## src/rtl/psc_pkg.sv

```systemverilog
package psc_pkg;
  // task-file status bit positions
  localparam int TF_BUSY_BIT = 7;
  localparam int TF_DREQ_BIT = 3;
  // interrupt-status position of the task-file error flag
  localparam int IRQ_TFE_BIT = 30;
  localparam int IRQ_W       = 32;
endpackage

```

## src/rtl/psc_lowest_pick.sv

```systemverilog
module psc_lowest_pick #(
  parameter int W  = 32,
  parameter int IW = 5
) (
  input  logic [W-1:0]  req,
  output logic          found,
  output logic [IW-1:0] idx
);
  always_comb begin
    idx = '0;
    for (int i = W - 1; i >= 0; i--) begin
      if (req[i]) idx = IW'(i);
    end
    found = |req;
  end
endmodule

```

## src/rtl/psc_slot_regs.sv

```systemverilog
module psc_slot_regs #(
  parameter int MAX_SLOTS = 32,
  parameter int NUM_SLOTS = 8,
  parameter int SLOT_W    = 5
) (
  input  logic                 clk,
  input  logic                 rst_n,
  input  logic                 issue_set_en,
  input  logic [MAX_SLOTS-1:0] issue_set,
  input  logic                 issue_clr_en,
  input  logic [SLOT_W-1:0]    issue_clr_idx,
  input  logic                 act_set_en,
  input  logic [MAX_SLOTS-1:0] act_set,
  input  logic [MAX_SLOTS-1:0] act_clr,
  output logic [MAX_SLOTS-1:0] issue_q,
  output logic [MAX_SLOTS-1:0] act_q
);
  localparam logic [MAX_SLOTS-1:0] USE_MASK =
    MAX_SLOTS'((64'd1 << NUM_SLOTS) - 64'd1);

  logic [MAX_SLOTS-1:0] issue_d, act_d, clr_onehot;
  logic                 issue_ce, act_ce;

  always_comb begin
    clr_onehot = '0;
    if (issue_clr_en) clr_onehot[issue_clr_idx] = 1'b1;
    issue_ce = issue_set_en | issue_clr_en;
    issue_d  = issue_q & ~clr_onehot;
    if (issue_set_en) issue_d = issue_d | (issue_set & USE_MASK);
    act_ce = act_set_en | (|act_clr);
    act_d  = act_q & ~act_clr;
    if (act_set_en) act_d = act_d | (act_set & USE_MASK);
  end

  always_ff @(posedge clk or negedge rst_n) begin
    if (!rst_n) begin
      issue_q <= '0;
    end else if (issue_ce) begin
      issue_q <= issue_d;
    end
  end

  always_ff @(posedge clk or negedge rst_n) begin
    if (!rst_n) begin
      act_q <= '0;
    end else if (act_ce) begin
      act_q <= act_d;
    end
  end
endmodule

```

## src/rtl/psc_ctrl.sv

```systemverilog
module psc_ctrl
  import psc_pkg::*;
#(
  parameter int SLOT_W = 5
) (
  input  logic              clk,
  input  logic              rst_n,
  input  logic              start_wr,
  input  logic              start_val,
  input  logic              has_work,
  input  logic [SLOT_W-1:0] pick_slot,
  input  logic [7:0]        tf_status,
  input  logic              disp_ready,
  input  logic              cpl_valid,
  input  logic              cpl_ok,
  input  logic              irq_clr_wr,
  input  logic [IRQ_W-1:0]  irq_clr_data,
  output logic              start_q,
  output logic              running,
  output logic              disp_valid,
  output logic [SLOT_W-1:0] cur_slot_q,
  output logic              done_ok,
  output logic              tfe_q
);
  logic              inflight_q, inflight_d, start_d, tfe_d;
  logic              start_ce, inflight_ce, tfe_ce, slot_ce;
  logic              tf_block, take, retire;

  always_comb begin
    running  = start_q | inflight_q;
    tf_block = tf_status[TF_BUSY_BIT] | tf_status[TF_DREQ_BIT];
    disp_valid = start_q & ~inflight_q & has_work & ~tf_block & ~tfe_q;
    take     = disp_valid & disp_ready;
    retire   = inflight_q & cpl_valid;
    done_ok  = retire & cpl_ok;

    // enable: a set is accepted only when running is low
    start_ce = start_wr & (~start_val | ~running);
    start_d  = start_val;

    inflight_ce = take | retire;
    inflight_d  = take;
    slot_ce     = take;

    tfe_ce = (retire & ~cpl_ok) | (irq_clr_wr & irq_clr_data[IRQ_TFE_BIT]);
    tfe_d  = retire & ~cpl_ok;
  end

  always_ff @(posedge clk or negedge rst_n) begin
    if (!rst_n) begin
      start_q <= 1'b0;
    end else if (start_ce) begin
      start_q <= start_d;
    end
  end

  always_ff @(posedge clk or negedge rst_n) begin
    if (!rst_n) begin
      inflight_q <= 1'b0;
    end else if (inflight_ce) begin
      inflight_q <= inflight_d;
    end
  end

  always_ff @(posedge clk or negedge rst_n) begin
    if (!rst_n) begin
      cur_slot_q <= '0;
    end else if (slot_ce) begin
      cur_slot_q <= pick_slot;
    end
  end

  always_ff @(posedge clk or negedge rst_n) begin
    if (!rst_n) begin
      tfe_q <= 1'b0;
    end else if (tfe_ce) begin
      tfe_q <= tfe_d;
    end
  end
endmodule

```

## src/rtl/psc_port_engine.sv

```systemverilog
module psc_port_engine
  import psc_pkg::*;
#(
  parameter int MAX_SLOTS = 32,
  parameter int NUM_SLOTS = 8,
  parameter int SLOT_W    = $clog2(MAX_SLOTS)
) (
  input  logic                 clk,
  input  logic                 rst_n,
  input  logic                 start_wr_i,
  input  logic                 start_val_i,
  input  logic                 issue_wr_i,
  input  logic [MAX_SLOTS-1:0] issue_data_i,
  input  logic                 act_wr_i,
  input  logic [MAX_SLOTS-1:0] act_data_i,
  input  logic [MAX_SLOTS-1:0] act_done_i,
  input  logic                 irq_clr_wr_i,
  input  logic [31:0]          irq_clr_data_i,
  input  logic [7:0]           tf_status_i,
  output logic                 disp_valid_o,
  output logic [SLOT_W-1:0]    disp_slot_o,
  input  logic                 disp_ready_i,
  input  logic                 cpl_valid_i,
  input  logic                 cpl_ok_i,
  output logic                 start_o,
  output logic                 running_o,
  output logic [MAX_SLOTS-1:0] issue_o,
  output logic [MAX_SLOTS-1:0] active_o,
  output logic                 tfe_o,
  output logic                 free_valid_o,
  output logic [SLOT_W-1:0]    free_slot_o,
  output logic [SLOT_W-1:0]    slot_cnt_o
);
  localparam logic [MAX_SLOTS-1:0] USE_MASK =
    MAX_SLOTS'((64'd1 << NUM_SLOTS) - 64'd1);

  logic [MAX_SLOTS-1:0] issue_q, act_q, free_req;
  logic                 has_work, done_ok;
  logic [SLOT_W-1:0]    pick_slot, cur_slot;

  psc_slot_regs #(
    .MAX_SLOTS(MAX_SLOTS), .NUM_SLOTS(NUM_SLOTS), .SLOT_W(SLOT_W)
  ) u_regs (
    .clk          (clk),
    .rst_n        (rst_n),
    .issue_set_en (issue_wr_i),
    .issue_set    (issue_data_i),
    .issue_clr_en (done_ok),
    .issue_clr_idx(cur_slot),
    .act_set_en   (act_wr_i),
    .act_set      (act_data_i),
    .act_clr      (act_done_i),
    .issue_q      (issue_q),
    .act_q        (act_q)
  );

  psc_lowest_pick #(.W(MAX_SLOTS), .IW(SLOT_W)) u_pick_issue (
    .req  (issue_q),
    .found(has_work),
    .idx  (pick_slot)
  );

  assign free_req = ~(issue_q | act_q) & USE_MASK;

  psc_lowest_pick #(.W(MAX_SLOTS), .IW(SLOT_W)) u_pick_free (
    .req  (free_req),
    .found(free_valid_o),
    .idx  (free_slot_o)
  );

  psc_ctrl #(.SLOT_W(SLOT_W)) u_ctrl (
    .clk         (clk),
    .rst_n       (rst_n),
    .start_wr    (start_wr_i),
    .start_val   (start_val_i),
    .has_work    (has_work),
    .pick_slot   (pick_slot),
    .tf_status   (tf_status_i),
    .disp_ready  (disp_ready_i),
    .cpl_valid   (cpl_valid_i),
    .cpl_ok      (cpl_ok_i),
    .irq_clr_wr  (irq_clr_wr_i),
    .irq_clr_data(irq_clr_data_i),
    .start_q     (start_o),
    .running     (running_o),
    .disp_valid  (disp_valid_o),
    .cur_slot_q  (cur_slot),
    .done_ok     (done_ok),
    .tfe_q       (tfe_o)
  );

  assign disp_slot_o = pick_slot;
  assign issue_o     = issue_q;
  assign active_o    = act_q;
  assign slot_cnt_o  = SLOT_W'(NUM_SLOTS - 1);
endmodule

```

## config.mk

```make
export PLATFORM = sky130hd
export DESIGN_NAME = psc_port_engine
export DESIGN_NICKNAME = d
export VERILOG_FILES = /design/src/rtl/psc_pkg.sv /design/src/rtl/psc_lowest_pick.sv /design/src/rtl/psc_slot_regs.sv /design/src/rtl/psc_ctrl.sv /design/src/rtl/psc_port_engine.sv
export SDC_FILE = /design/constraint.sdc
export NUM_CORES = 1
export LEC_CHECK = 0
export BUFFER_PORTS_ARGS = -buffer_cell sky130_fd_sc_hd__buf_2
export CAP_MARGIN = 5
export CORE_ASPECT_RATIO = 1.1
export CORE_MARGIN = 2
export CORE_UTILIZATION = 28
export CTS_BUF_LIST = sky130_fd_sc_hd__clkbuf_2 sky130_fd_sc_hd__clkbuf_4 sky130_fd_sc_hd__clkbuf_8
export DETAILED_ROUTE_END_ITERATION = 7
export GPL_ROUTABILITY_DRIVEN = 0
export PLACE_DENSITY = 0.57
export SLEW_MARGIN = 20
export SYNTH_ARGS = -nofsm -noshare
export SYNTH_HDL_FRONTEND = slang
export SYNTH_SLANG_ARGS = --single-unit
export TNS_END_PERCENT = 20
```

## constraint.sdc

```tcl
create_clock -name clk -period 1.85 [get_ports clk]
set_input_delay 0.37 -clock clk [delete_from_list [all_inputs] [get_ports clk]]
set_output_delay 0.37 -clock clk [all_outputs]
set_load 0.01 [all_outputs]
```

======== Word level (Yosys, flattened, before mapping) ========
Cells that the tools add are included.
operators by class
  order comparisons ....................... 2
  muxes and demuxes ....................... 45
  bitwise gates (word level) .............. 31
  reductions and logical operators ........ 4
operators by type and width
  cell                number
  $mux 5              32
  $mux 32             3
  $and 32x32->32      2
  $not 32->32         2
  $or 32x8->32        2
  $reduce_or 32->1    2
  $mux 3              8
  $and 1x1->1         10
  $not 8->8           1
  $or 8x8->8          1
  $reduce_or 8->1     1
  $or 1x1->1          7
  $lt 5x6->1 const B  1
  $not 1->1           6
  $demux 1 s5         1
  $ge 5x1->1 const B  1
  $logic_and 1x1->1   1
  $mux 1              1
storage, ports and cells
  flip-flop bits (word level) ............. 72
  input port bits ......................... 146

======== Longest topological paths before layout ========
  word-level depth ........................ 32
  mapped depth ............................ 5
  gate-level depth less buffers ........... 5

======== Hierarchy ========
A second synthesis with hierarchy kept.
second synthesis, totals
  cells, all modules ...................... 364
  area, all modules ....................... 3,604.7 sq um
modules (own cells, without submodules)
  module           times used  cells an instance  area an instance (sq um)
  psc_slot_regs    1           191                2,373.5
  psc_lowest_pick  2           65                 385.4
  psc_ctrl         1           28                 385.4
  psc_port_engine  1           15                 75.1

======== Worst setup path before layout ========
Ideal clock, no wire load.
  path kind ............................... flip-flop to output port
  start point ............................. register u_regs.issue_q[24]
  end point ............................... output port disp_slot_o[2]
  arrival time ............................ 1.517 ns
  required time ........................... 1.480 ns
  slack ................................... -0.037 ns
  stages on the path, launching flop included .. 5
  buffers on the path ..................... 0
  cell sequence ........................... dfrtp_1 or4_1 o211ai_1 nand3b_1 a21boi_0
between the ends
  longest elaborated chain between the ends .. 25
RTL lines
  item                      line                   text
  start: declaration        psc_slot_regs.sv:15    output logic [MAX_SLOTS-1:0] issue_q,
  start signal: assignment  psc_slot_regs.sv:39    issue_q <= issue_d;
  $mux 5 (25 in a row)      psc_lowest_pick.sv:12  if (req[i]) idx = IW'(i);
  end: declaration          psc_port_engine.sv:21  output logic [SLOT_W-1:0] disp_slot_o,
No other way between the ends.

======== Final worst setup path ========
  start point ............................. register u_regs.issue_q[20]
  end point ............................... output port disp_slot_o[0]
between the ends
  longest elaborated chain between the ends .. 21
RTL lines
  item                  line
  $mux 5 (21 in a row)  psc_lowest_pick.sv:12
No other way between the ends.

==> results.md <==
| Result | Value |
|:---|:---|
| Status | finished with violations |
| Violated checks | negative hold slack, negative setup slack |
| Clk network pwr share | 39.6% |
| Number of enable flip-flop cells after synthesis | 0 |
| # DRC | 0 |
| Number of port buffers | 137 |
| Cell row count | 41 |
| Worst-path fanout max | 4 |
| Die Area | 0.0124 mm² |
| Slew of the pin with the lowest slew margin | 0.554 ns |
| Part of the cycle the worst path needs | 126% |
| Post-Route Skew | 0.00706 ns |
| Worst max-slew margin expressed relative to the limit | 63.0% |
| Cell Pwr Density | 640 mW/mm² |
| Switching share of power | 24.0% |
| Detailed-route vias per instance | 4.62 |
| Register share of total power | 53.2% |
| Root cell of the clock tree | sky130_fd_sc_hd__clkbuf_8 |
| Hold_buf cts | 0 |
| DRT antenna net count | 0 |
| Violation count after the first detailed-routing iteration | 88 |
| Post-synthesis average cell area | 10.8 µm² |
| Routed wire per std cell | 14.3 µm |
| Placement Setup Slack | -0.190 ns |
| Fmax | 429 MHz |
| Core area | 0.0113 mm² |
| Wire length after detailed routing | 9320 µm |
| Endpoint of the worst register-to-register path | u_ctrl.cur_slot_q[3]$_DFFE_PN0P_ |
| Leak Pwr | 2.54 nW |
| Critical path class | flip-flop to output port |
| Switching power | 735 µW |
| Cell Area, Synth | 0.00322 mm² |
| Via total after detailed routing | 3010 |
| Path class of the lowest-slack min-delay path | primary input to async pin |
| Setup Viol. Count Final | 15 |
| VDD IR max | 0.000296 V |
| Xor-xnor portion of the synthesized cell area | 0% |
| Unrepaired setup endpoints after global routing | true |
| Adder and majority cell fraction of the synthesized area | 0% |
| Number of buffers on the longest clock path | 2 |
| Overflow after GRT | 0 |
| Reg-to-reg slack, setup | -0.13 ns |
| Initial antenna violation count | 0 |
| Clock Pin Slew Worst Setup and Hold Paths | 0.08 ns |
| Predominant post-synthesis flop cell | sky130_fd_sc_hd__dfrtp_1 |
| Yosys warnings | 0 |
| Kind of start point of the critical path | flip-flop |
| Largest family of logic cells by synthesized area | simple AND/OR/NAND/NOR gates |
| Count of cell types in the netlist | 44 |
| Hold slack | -0.00568 ns |
| Count of max-cap constraint violations | 0 |
| First-pass iteration count of the detailed router | 4 |
| Share of synthesized area occupied by flip-flops and latches | 55.9% |
| Synth Register Bits | 72 |
| Depth of the worst register-to-register path | 5 |
| Maximum number of pins on one net before global-route repair | 41 |
| Count of mapped cells out of synthesis | 299 |
| Total count of max-transition violations in the final report | 0 |
| Fraction of layout cells with a size suffix above 1 | 49.2% |
| Combinational fraction of design power | 7.2% |
| Crit path required time | 1.48 ns |
| CTS tree | yes |
| Minimum period implied by the final worst setup slack | 2.33 ns |
| Number of global-route vias before repair | 2950 |
| Clock sink count | 72 |
| Floorplan die width | 106 µm |
| Number of hold violations in the final report | 4 |
| R2R Path Start | u_regs.issue_q[28]$_DFFE_PN0P_ |
| Insertion delay to the later sink of the worst-skew pair | 0.36 ns |
| Total Nets Final | 643 |
| Worst EP arrival | 1.96 ns |
| Starting Density | 28.4% |
| Num CTS Buffers | 9 |
| First-pass GRT wire length | 14800 µm |
| Number of diodes added for antenna fixing | 0 |
| Final worst-path setup slack | -0.481 ns |
| Y dimension of the die | 117 µm |
| Multiplexer fraction of the synthesized cell area | 1.40% |
| Internal Dissipation | 2.33 mW |
| Synth async-reset ratio | 100% |
| HPWL after detailed placement | 7140 µm |
| Tot GR Track Use | 15.6% |
| Capturing element type of the critical path | output port |
| Synth Area in Compound Gates | 16.9% |
| Clock H-tree levels | 3 |
| Synthesized-area fraction occupied by and/or/nand/nor cells | 21.6% |
| Io pins | 230 |
| Synth-to-Final Area Change | 48.5% |
## layout by cell type, fill, tap and decap left out, types with 3 or more instances in the layout
| master | instances |
|---|---|
| sky130_fd_sc_hd__nor3b_1 | 4 |
| sky130_fd_sc_hd__buf_4 | 53 |
| sky130_fd_sc_hd__buf_2 | 135 |
| sky130_fd_sc_hd__nor4_4 | 5 |
| sky130_fd_sc_hd__inv_1 | 17 |
| sky130_fd_sc_hd__nor4_1 | 3 |
| sky130_fd_sc_hd__and3_1 | 3 |
| sky130_fd_sc_hd__nor2_1 | 22 |
| sky130_fd_sc_hd__a22o_1 | 7 |
| sky130_fd_sc_hd__dfrtp_2 | 6 |
| sky130_fd_sc_hd__nand3b_1 | 3 |
| sky130_fd_sc_hd__a21oi_1 | 12 |
| sky130_fd_sc_hd__mux2_2 | 4 |
| sky130_fd_sc_hd__nor2b_1 | 25 |
| sky130_fd_sc_hd__nor2_2 | 3 |
| sky130_fd_sc_hd__buf_6 | 3 |
| sky130_fd_sc_hd__dfrtp_1 | 66 |
| sky130_fd_sc_hd__conb_1 | 7 |
| sky130_fd_sc_hd__nand2_1 | 25 |
| sky130_fd_sc_hd__a21boi_0 | 19 |
| sky130_fd_sc_hd__clkbuf_8 | 12 |
| sky130_fd_sc_hd__nor3_1 | 6 |
| sky130_fd_sc_hd__o21ai_0 | 13 |
## power by group through the flow
stage          registers [mW]  clock network (mW)  logic [mW]
3_3_place_gp             1.65                   0       0.217
2_1_floorplan            1.66                   0      0.0685
4_1_cts                  1.63                1.25       0.224
6_report                 1.63                1.21       0.222
3_5_place_dp             1.65                   0       0.222
5_1_grt                  1.63                1.33       0.251
## critical path, stage by stage, from the launching register on
cell,delay (ns)
sky130_fd_sc_hd__dfrtp_1,0.42
sky130_fd_sc_hd__or3_1,0.39
sky130_fd_sc_hd__a221o_1,0.28
sky130_fd_sc_hd__a21oi_2,0.15
sky130_fd_sc_hd__nor3_2,0.07
sky130_fd_sc_hd__nor2_1,0.14
sky130_fd_sc_hd__buf_2,0.15
## metal layers
metal	GRT usage, %	vias to the layer above	routed length (µm)
met1	20.0	1466	4130
met4	5.53	0	102
met2	25.4	98	4450
li1	-	1436	-
met3	4.58	10	635
met5	0	-	0
## cell type report
type	count	area (µm²)
fill	1181	6550
sequential	72	1810
multi-input combinational	205	1410
timing repair buffer	192	1130
tap	150	188
clock buffer	14	180
inverter	17	63.8
clock inverter	2	12.5
## logic make-up after synthesis
family,Yosys count
AND/OR/NAND/NOR,117
AO/OA/AOI/OAI,77
flip-flops,72
buffers and inverters,27
multiplexers,4
other,2
## through the flow
step                total power, mW  area, µm²  TNS [ns]  utilization [%]  std cells
global route                   3.22       4790     -4.85             42.2        652
detailed placement             1.88       4460     -1.15             39.3        633
CTS                            3.10       4730     -3.47             41.7        652
finish                         3.06       4790     -3.22             42.2        652
floorplan                      1.73       3240         0                -        304
global placement               1.87       4460     -1.11             39.3        633
## worst max-delay path by stage
| stage | start | to | slack [ns] | depth (start not counted) |
|---|---|---|---|---|
| after CTS | u_regs.issue_q[20]$_DFFE_PN0P_ | disp_slot_o[0] | -0.51 | 6 |
| final | u_regs.issue_q[20]$_DFFE_PN0P_ | disp_slot_o[0] | -0.48 | 6 |
| after detailed placement | u_regs.issue_q[16]$_DFFE_PN0P_ | disp_slot_o[0] | -0.19 | 6 |
| after global routing | u_regs.issue_q[20]$_DFFE_PN0P_ | disp_slot_o[0] | -0.57 | 6 |
| after global placement | u_regs.issue_q[16]$_DFFE_PN0P_ | disp_slot_o[0] | -0.20 | 6 |
| after floorplan | u_regs.issue_q[4]$_DFFE_PN0P_ | u_ctrl.cur_slot_q[1]$_DFFE_PN0P_ | 0.03 | 4 |
## cells in the mapped netlist, types with 2 or more instances
cell type | instances | area share (%)
sky130_fd_sc_hd__dfrtp_1 | 72 | 56
sky130_fd_sc_hd__nand2_1 | 26 | 3.0
sky130_fd_sc_hd__nor2_1 | 26 | 3.0
sky130_fd_sc_hd__nor2b_1 | 25 | 4.9
sky130_fd_sc_hd__a21boi_0 | 20 | 4.7
sky130_fd_sc_hd__inv_1 | 17 | 2.0
sky130_fd_sc_hd__o21ai_0 | 16 | 2.5
sky130_fd_sc_hd__a21oi_1 | 13 | 2.0
sky130_fd_sc_hd__nor3_1 | 8 | 1.2
sky130_fd_sc_hd__a22o_1 | 7 | 1.9
sky130_fd_sc_hd__buf_4 | 7 | 1.6
sky130_fd_sc_hd__mux2_2 | 4 | 1.4
sky130_fd_sc_hd__nor3b_1 | 4 | 0.93
sky130_fd_sc_hd__nor4_4 | 4 | 2.6
sky130_fd_sc_hd__and3_1 | 3 | 0.58
sky130_fd_sc_hd__clkbuf_1 | 3 | 0.35
sky130_fd_sc_hd__nand3b_1 | 3 | 0.70
sky130_fd_sc_hd__nor4_1 | 3 | 0.58
sky130_fd_sc_hd__nor4_2 | 3 | 1.2
sky130_fd_sc_hd__o22ai_1 | 3 | 0.58
sky130_fd_sc_hd__a221o_1 | 2 | 0.62
sky130_fd_sc_hd__a31oi_1 | 2 | 0.39
sky130_fd_sc_hd__and3b_1 | 2 | 0.54
sky130_fd_sc_hd__conb_1 | 2 | 0.23
sky130_fd_sc_hd__nand2b_1 | 2 | 0.39
sky130_fd_sc_hd__o211ai_1 | 2 | 0.47
sky130_fd_sc_hd__o31ai_1 | 2 | 0.47
sky130_fd_sc_hd__or2_2 | 2 | 0.39
## sequential cells by signal (all words and copies together), names as in the netlist
register / count
u_ctrl.inflight_q: 1
u_ctrl.cur_slot_q: 5
u_regs.act_q: 32
u_ctrl.start_q: 1
u_ctrl.tfe_q: 1
u_regs.issue_q: 32
## timing repair
action / 4_1_cts / 5_1_grt
gates resized for setup: 17 / 15
buffers inserted: 3 / 0
pin swaps: 9 / 1
hold endpoints to repair: 0 / 0
endpoints found under the setup margin: 16 / 16
No activity file was read; power rests on OpenSTA's default activity.
